[src/rtl/dramdec_pkg.sv]
package dramdec_pkg;
    typedef enum logic [1:0] {
        ST_IDLE    = 2'd0,
        ST_ACCESS  = 2'd1,
        ST_REFRESH = 2'd2
    } dd_state_e;
endpackage

[src/rtl/dramdec_sync.sv]
// Registers the asynchronous strobes and lines, and flags edges on the
// registered strobes.
module dramdec_sync #(
    parameter int AW = 12
) (
    input  logic          clk,
    input  logic          rst_n,
    input  logic          ras_n,
    input  logic          cas_n,
    input  logic          we_n,
    input  logic [AW-1:0] addr,
    input  logic          din,
    output logic          ras_s,
    output logic          cas_s,
    output logic          we_s,
    output logic [AW-1:0] addr_s,
    output logic          din_s,
    output logic          ras_fall,
    output logic          ras_rise,
    output logic          cas_fall,
    output logic          we_fall
);
    logic ras_p, cas_p, we_p;

    always_ff @(posedge clk) begin
        if (!rst_n) begin
            ras_s  <= 1'b1;
            cas_s  <= 1'b1;
            we_s   <= 1'b1;
            ras_p  <= 1'b1;
            cas_p  <= 1'b1;
            we_p   <= 1'b1;
            addr_s <= '0;
            din_s  <= 1'b0;
        end else begin
            ras_s  <= ras_n;
            cas_s  <= cas_n;
            we_s   <= we_n;
            ras_p  <= ras_s;
            cas_p  <= cas_s;
            we_p   <= we_s;
            addr_s <= addr;
            din_s  <= din;
        end
    end

    assign ras_fall = ras_p & ~ras_s;
    assign ras_rise = ~ras_p & ras_s;
    assign cas_fall = cas_p & ~cas_s;
    assign we_fall  = we_p & ~we_s;
endmodule

[src/rtl/dramdec_refcnt.sv]
// Internal refresh row counter; wraps naturally at 2**W.
module dramdec_refcnt #(
    parameter int W = 12
) (
    input  logic         clk,
    input  logic         rst_n,
    input  logic         adv,
    output logic [W-1:0] cnt
);
    always_ff @(posedge clk) begin
        if (!rst_n) cnt <= '0;
        else if (adv) cnt <= cnt + 1'b1;
    end

    // each counter refresh steps the row by exactly one (modulo width)
    a_r1_cnt_step: assert property (@(posedge clk) disable iff (!rst_n)
        adv |=> (cnt == W'($past(cnt) + 1'b1)));
endmodule

[src/rtl/dramdec_lane.sv]
// Splits a column into group index and lane, builds the write mask and
// reduces the returned group word to one output bit.
module dramdec_lane #(
    parameter int COL_W = 12,
    parameter int LANES = 16
) (
    input  logic [COL_W-1:0]                   col,
    input  logic                               tm,
    input  logic [LANES-1:0]                   rword,
    output logic [COL_W-$clog2(LANES)-1:0]     grp,
    output logic [LANES-1:0]                   wmask,
    output logic                               rbit
);
    localparam int LANE_W = $clog2(LANES);
    localparam int HALF   = LANE_W / 2;

    logic [LANE_W-1:0] lane;

    assign lane = {col[COL_W-1 -: (LANE_W-HALF)], col[HALF-1:0]};
    assign grp  = col[COL_W-(LANE_W-HALF)-1 : HALF];

    for (genvar i = 0; i < LANES; i++) begin : g_mask
        assign wmask[i] = tm | (lane == LANE_W'(i));
    end

    assign rbit = tm ? ((&rword) | ~(|rword)) : rword[lane];

    // a write mask is one lane, or every lane in test mode
    always_comb begin
        a_r5_mask_shape: assert (($countones(wmask) == 1) || (&wmask));
    end
endmodule

[src/rtl/dram_cycle_decoder.sv]
module dram_cycle_decoder
    import dramdec_pkg::*;
#(
    parameter int ROW_W = 12,
    parameter int COL_W = 12,
    parameter int LANES = 16
) (
    input  logic                               clk,
    input  logic                               rst_n,
    input  logic                               ras_n,
    input  logic                               cas_n,
    input  logic                               we_n,
    input  logic [((ROW_W > COL_W) ? ROW_W : COL_W)-1:0] addr,
    input  logic                               din,
    output logic                               q,
    output logic                               q_oe,
    output logic                               arr_act,
    output logic [ROW_W-1:0]                   arr_row,
    output logic [COL_W-$clog2(LANES)-1:0]     arr_grp,
    output logic                               arr_rd,
    output logic                               arr_wr,
    output logic [LANES-1:0]                   arr_wmask,
    output logic                               arr_wbit,
    input  logic [LANES-1:0]                   arr_rword
);
    localparam int AW = (ROW_W > COL_W) ? ROW_W : COL_W;

    logic          ras_s, cas_s, we_s, din_s;
    logic [AW-1:0] addr_s;
    logic          ras_fall, ras_rise, cas_fall, we_fall;

    dd_state_e         state, state_nx;
    logic [ROW_W-1:0]  row_r, cnt;
    logic [COL_W-1:0]  col_r, col_sel;
    logic              cas_seen, tm, q_r, rbit;
    logic              cbr_go, acc_cas_fall, dly_wr;

    dramdec_sync #(.AW(AW)) u_sync (
        .clk(clk), .rst_n(rst_n), .ras_n(ras_n), .cas_n(cas_n), .we_n(we_n),
        .addr(addr), .din(din), .ras_s(ras_s), .cas_s(cas_s), .we_s(we_s),
        .addr_s(addr_s), .din_s(din_s), .ras_fall(ras_fall),
        .ras_rise(ras_rise), .cas_fall(cas_fall), .we_fall(we_fall)
    );

    assign cbr_go = (state == ST_IDLE) && ras_fall && !cas_s;

    dramdec_refcnt #(.W(ROW_W)) u_cnt (
        .clk(clk), .rst_n(rst_n), .adv(cbr_go), .cnt(cnt)
    );

    // Column strobe events and writes inside an externally addressed row
    assign acc_cas_fall = (state == ST_ACCESS) && cas_fall;
    assign dly_wr       = (state == ST_ACCESS) && we_fall && !cas_s && !cas_fall;
    assign col_sel      = acc_cas_fall ? addr_s[COL_W-1:0] : col_r;

    dramdec_lane #(.COL_W(COL_W), .LANES(LANES)) u_lane (
        .col(col_sel), .tm(tm), .rword(arr_rword),
        .grp(arr_grp), .wmask(arr_wmask), .rbit(rbit)
    );

    // State register
    always_ff @(posedge clk) begin
        if (!rst_n) state <= ST_IDLE;
        else        state <= state_nx;
    end

    // Next state: T_ACT, T_CBR, T_CLOSE, T_REF_END
    always_comb begin
        state_nx = state;
        unique case (state)
            ST_IDLE: begin
                if (ras_fall) state_nx = cas_s ? ST_ACCESS : ST_REFRESH;
            end
            ST_ACCESS: begin
                if (ras_rise) state_nx = ST_IDLE;
            end
            ST_REFRESH: begin
                if (ras_rise) state_nx = ST_IDLE;
            end
            default: state_nx = ST_IDLE;
        endcase
    end

    // Array strobes
    always_comb begin
        arr_act  = (state == ST_IDLE) && ras_fall;
        arr_row  = arr_act ? (cas_s ? addr_s[ROW_W-1:0] : cnt) : row_r;
        arr_rd   = acc_cas_fall && we_s;
        arr_wr   = (acc_cas_fall && !we_s) || dly_wr;
        arr_wbit = din_s;
    end

    // Output and mode registers
    always_ff @(posedge clk) begin
        if (!rst_n) begin
            row_r    <= '0;
            col_r    <= '0;
            cas_seen <= 1'b0;
            tm       <= 1'b0;
            q_r      <= 1'b0;
            q_oe     <= 1'b0;
        end else begin
            if (arr_act) row_r <= arr_row;
            if (state == ST_IDLE && ras_fall) begin
                cas_seen <= 1'b0;
                if (!cas_s) tm <= !we_s;
            end
            if (state == ST_ACCESS && ras_rise && !cas_seen) tm <= 1'b0;
            if (acc_cas_fall) begin
                col_r    <= addr_s[COL_W-1:0];
                cas_seen <= 1'b1;
            end
            if (arr_rd) q_r <= rbit;
            if (cas_s)       q_oe <= 1'b0;
            else if (arr_rd) q_oe <= 1'b1;
        end
    end

    assign q = q_r;

    // a high column strobe turns the output off next cycle
    a_r7_hiz_cas_high: assert property (@(posedge clk) disable iff (!rst_n)
        cas_s |=> !q_oe);
    // an early write leaves the output off
    a_r7_early_write_off: assert property (@(posedge clk) disable iff (!rst_n)
        (cas_fall && !we_s) |=> !q_oe);
    // an access with no column fall yet never drives the output
    a_r2_ror_quiet: assert property (@(posedge clk) disable iff (!rst_n)
        (state == ST_ACCESS && !cas_seen) |-> !q_oe);
    // a row-only refresh leaves test mode
    a_r4_ror_exit: assert property (@(posedge clk) disable iff (!rst_n)
        (state == ST_ACCESS && ras_rise && !cas_seen) |=> !tm);
    // a hidden refresh keeps the driven read value
    a_r3_hidden_hold: assert property (@(posedge clk) disable iff (!rst_n)
        (cbr_go && q_oe) |=> (q_oe && $stable(q_r)));
    // reads and writes never coincide
    a_r8_rd_wr_excl: assert property (@(posedge clk) disable iff (!rst_n)
        $onehot0({arr_rd, arr_wr}));
endmodule

[config.mk]
export PLATFORM = sky130hd
export DESIGN_NAME = dram_cycle_decoder
export DESIGN_NICKNAME = d
export VERILOG_FILES = /design/src/rtl/dramdec_pkg.sv /design/src/rtl/dramdec_sync.sv /design/src/rtl/dramdec_refcnt.sv /design/src/rtl/dramdec_lane.sv /design/src/rtl/dram_cycle_decoder.sv
export SDC_FILE = /design/constraint.sdc
export NUM_CORES = 1
export LEC_CHECK = 0
export ABC_CLOCK_PERIOD_IN_PS = 2700
export BUFFER_PORTS_ARGS = -buffer_cell sky130_fd_sc_hd__buf_2
export CAP_MARGIN = 25
export CORE_MARGIN = 3
export CORE_UTILIZATION = 30
export DETAILED_ROUTE_END_ITERATION = 8
export PLACE_DENSITY = 0.61
export SLEW_MARGIN = 20
export SYNTH_ARGS = -nofsm -noshare
export SYNTH_HDL_FRONTEND = slang
export SYNTH_SLANG_ARGS = --single-unit
[constraint.sdc]
create_clock -name clk -period 2.7 [get_ports clk]
set_input_delay 0.54 -clock clk [delete_from_list [all_inputs] [get_ports clk]]
set_output_delay 0.54 -clock clk [all_outputs]
set_load 0.01 [all_outputs]
==> results.yml <==
critical_path:
  cp-end-kind: "primary output"
  path_cells: "inv_1, ha_2, and3b_2, mux2_2, nand2_1, o21bai_1, buf_2"
  crit_required_ps: 2160
  cp_num_buf_inv: 2
  cp_slowest_cell: "mux2_2"
  critPathKind: "reg -> out"
  r2r_cells: 9
  slowest_delay_ps: 420
  cpLargestDelayFamily: "simple AND/OR/NAND/NOR gates"
  crit_fanout: 6
  crit_arrival_ps: 2080
  startpoint_type: "flop"
  path_depth: 7
pwr:
  intPower_uw: 1510
  pwr-share-seq: 0.480
  switchingPower_uw: 461
  power_uw: 1970
  ir_drop_v: 0.000292
  p_per_area_nw_per_um2: 538
  pwr-share-comb: 0.094
  p_clk_frac: 0.426
  p_leak_uw: 0.00162
  switching_share: 0.234
yosys:
  syn_area_sq_um: 2920
  synth_seq_area_share: 0.418
  yosys_warnings: 0
  async_flop_share: 0
  ys.flop_type: "dfxtp_1"
  syn_avg_cell_area_sq_um: 8.67
  synth_enable_flop_cells: 0
  synth.net_count: 374
  synth_cell_type_count: 41
  synth_seq_cells: 61
  netlist_instances: 337
timing:
  period_share: 0.972
  fin_setup_tns_ps: 0
  final_hold_viol_count: 0
  setup_viol: 0
  fin_skew_ps: 11.0
  max_slew.worst_pin.slew_ps: 653
  clock.fmax_mhz: 381
  drv_slew: 0
  period_minus_slack_ps: 2620
  relSlewSlack: 0.559
  fin_ws_ps: 76.7
  rsz0062_at_grt: "true"
global_route:
  grt_pass1_vias: 2459
  grt_pass1_wl_um: 11900
  grt_start_max_net_pins: 47
  antenna_found_initial: 0
  grt_remaining_overflow: 0
  groute.usage.overall: 0.133
final_layout:
  post-route-cell-area_sq_um: 3660
  fill_cells: 978
  fin_util: 0.391
  num-nets-final: 445
  drive_gt1_frac: 0.281
  antenna_cells: 0
  layout_common_cells: "75 x buf_2, 61 x dfxtp_1, 55 x nand2_1"
  final_common_cell: "buf_2"
  syn_to_final_growth_pct: 25.4
die:
  die_y_um: 105
  die_area_sq_um: 11000
  start_util: 0.312
  io_pins: 76
  fp.dieW_um: 105
  core_sq_um: 9370
  rows: 35
placed_design:
  placed_area_sq_um: 3370
  io_buffer_count: 75
  gp_congestion: 0.813
  preCtsSetupSlack_ps: 284
  hpwl_um: 5170
route:
  antenna_left: 0
  finalWirelength_um: 7100
  dr.pass1.iters: 4
  drt_iter0_drc: 139
  drt-wirelength-per-cell_um: 13.1
  route.detailed.drc: 0
  num_vias: 2560
  drt-vias-per-instance: 4.72
clock_network:
  clock_latency_ps: 340
  postCtsHoldBufs: 0
  cts_sinks: 61
  h-tree-depth: 3
  path_clk_slew_ps: 70
  cts_root_buffer: "clkbuf_8"
  max-clock-path-buffers: 2
  cts_tree: "built"
  numCtsBuffers: 9
run:
  maxCapViolCount: 0
min_path:
  hold_path_depth: 2
  hold_path.class: "in -> reg"
outcome:
  status: "complete, no violations"
repair_timing:
action | CTS | global route
setup buffers | 2 | 0
gates resized for setup | 2 | 11
endpoints found under the setup margin | 5 | 16
pin swaps | 1 | 0
sequential cells by signal (all words and copies together), names as in the netlist:
name,cells
col_r,12
row_r,12
u_cnt.cnt,12
u_sync.addr_s,12
state,2
cas_seen,1
q,1
q_oe,1
tm,1
u_sync.cas_p,1
u_sync.cas_s,1
u_sync.din_s,1
u_sync.ras_p,1
u_sync.ras_s,1
u_sync.we_p,1
u_sync.we_s,1
worst reg2reg max path: cells and delay by family (launching register included):
family	cells	cell delay (ps)
compound gates	2	220
fa+ha+maj	1	210
buf+inv	2	290
flops	1	330
mux	2	540
simple gates	2	640
logic make-up (layout without fill, tap and decap cells):
group / count (synthesis) / count (layout) / synth area share
buffers and inverters: 32 / 108 / 0.0578
muxes: 21 / 21 / 0.0754
and+or+nand+nor: 154 / 154 / 0.279
DFF: 61 / 61 / 0.418
xor gates and xnor gates: 11 / 11 / 0.0330
AOI/OAI and AO/OA: 55 / 55 / 0.124
adders and majority gates: 3 / 3 / 0.0129
power groups by stage:
| stage | sequential (uW) | combinational [uW] | clock (uW) |
|---|---|---|---|
| 6_report | 946 | 186 | 839 |
| 5_1_grt | 949 | 209 | 910 |
| 4_1_cts | 946 | 185 | 862 |
| 3_5_place_dp | 966 | 183 | 0 |
| 3_3_place_gp | 965 | 180 | 0 |
| 2_1_floorplan | 957 | 113 | 0 |
metrics by stage:
step                      hold slack, ps  instances
after CTS                            378        542
after detailed placement             458        524
after global routing                 377        542
after global placement               449        524
after floorplan                      449        337
final                                393        542
layer usage:
metal | vias to the layer above | global-route usage | share of wire | routed length, um
li1 | 1283 | - | - | -
met1 | 1182 | 0.167 | 0.46 | 3290
met2 | 82 | 0.212 | 0.45 | 3200
met3 | 13 | 0.0506 | 0.071 | 504
met4 | 0 | 0.0375 | 0.016 | 112
met5 | - | 0 | 0 | 0
synth_stat cells, drive strengths merged (2+ instances only):
library cell | count | share of area
nand3b | 2 | 0.0051
nor2b | 4 | 0.0086
xor2 | 2 | 0.0060
nand3 | 7 | 0.012
nor4 | 5 | 0.011
mux2 | 2 | 0.0077
a31o | 4 | 0.012
a21boi | 3 | 0.0077
and2 | 46 | 0.099
nand2b | 7 | 0.015
nand2 | 57 | 0.073
dfxtp | 61 | 0.42
mux2i | 19 | 0.068
xnor2 | 9 | 0.027
ha | 3 | 0.013
inv | 7 | 0.0090
a31oi | 3 | 0.0064
a21oi | 7 | 0.012
clkbuf | 12 | 0.015
nor3 | 3 | 0.0051
buf | 13 | 0.033
a211oi | 2 | 0.0051
nor3b | 3 | 0.0077
o21bai | 12 | 0.031
o21ai | 17 | 0.029
a221oi | 3 | 0.0090
nand4 | 9 | 0.019
nor2 | 5 | 0.0064
final cells by class:
type                            instances  area, sq um  area share
Multi-Input combinational cell        244         1590       0.435
Timing Repair Buffer                   85          450       0.123
Clock buffer                           13          169      0.0461
Inverter                                7         26.3     0.00717
Tap cell                              129          161      0.0441
Sequential cell                        61         1220       0.333
Clock inverter                          3         42.5      0.0116
path summary, 6_finish.rpt:
check | start | to | slack, ps
worst max-delay path | state[1]$_SDFFE_PN0P_ | arr_wmask[10] | 80
worst max register to register | state[1]$_SDFFE_PN0P_ | q$_SDFFE_PN0P_ | 350
worst min register to register | q_oe$_SDFFE_PP0P_ | q_oe$_SDFFE_PP0P_ | 480
worst min-delay path | ras_n | u_sync.ras_s$_SDFF_PN1_ | 390
No activity file was read; power rests on OpenSTA's default activity.
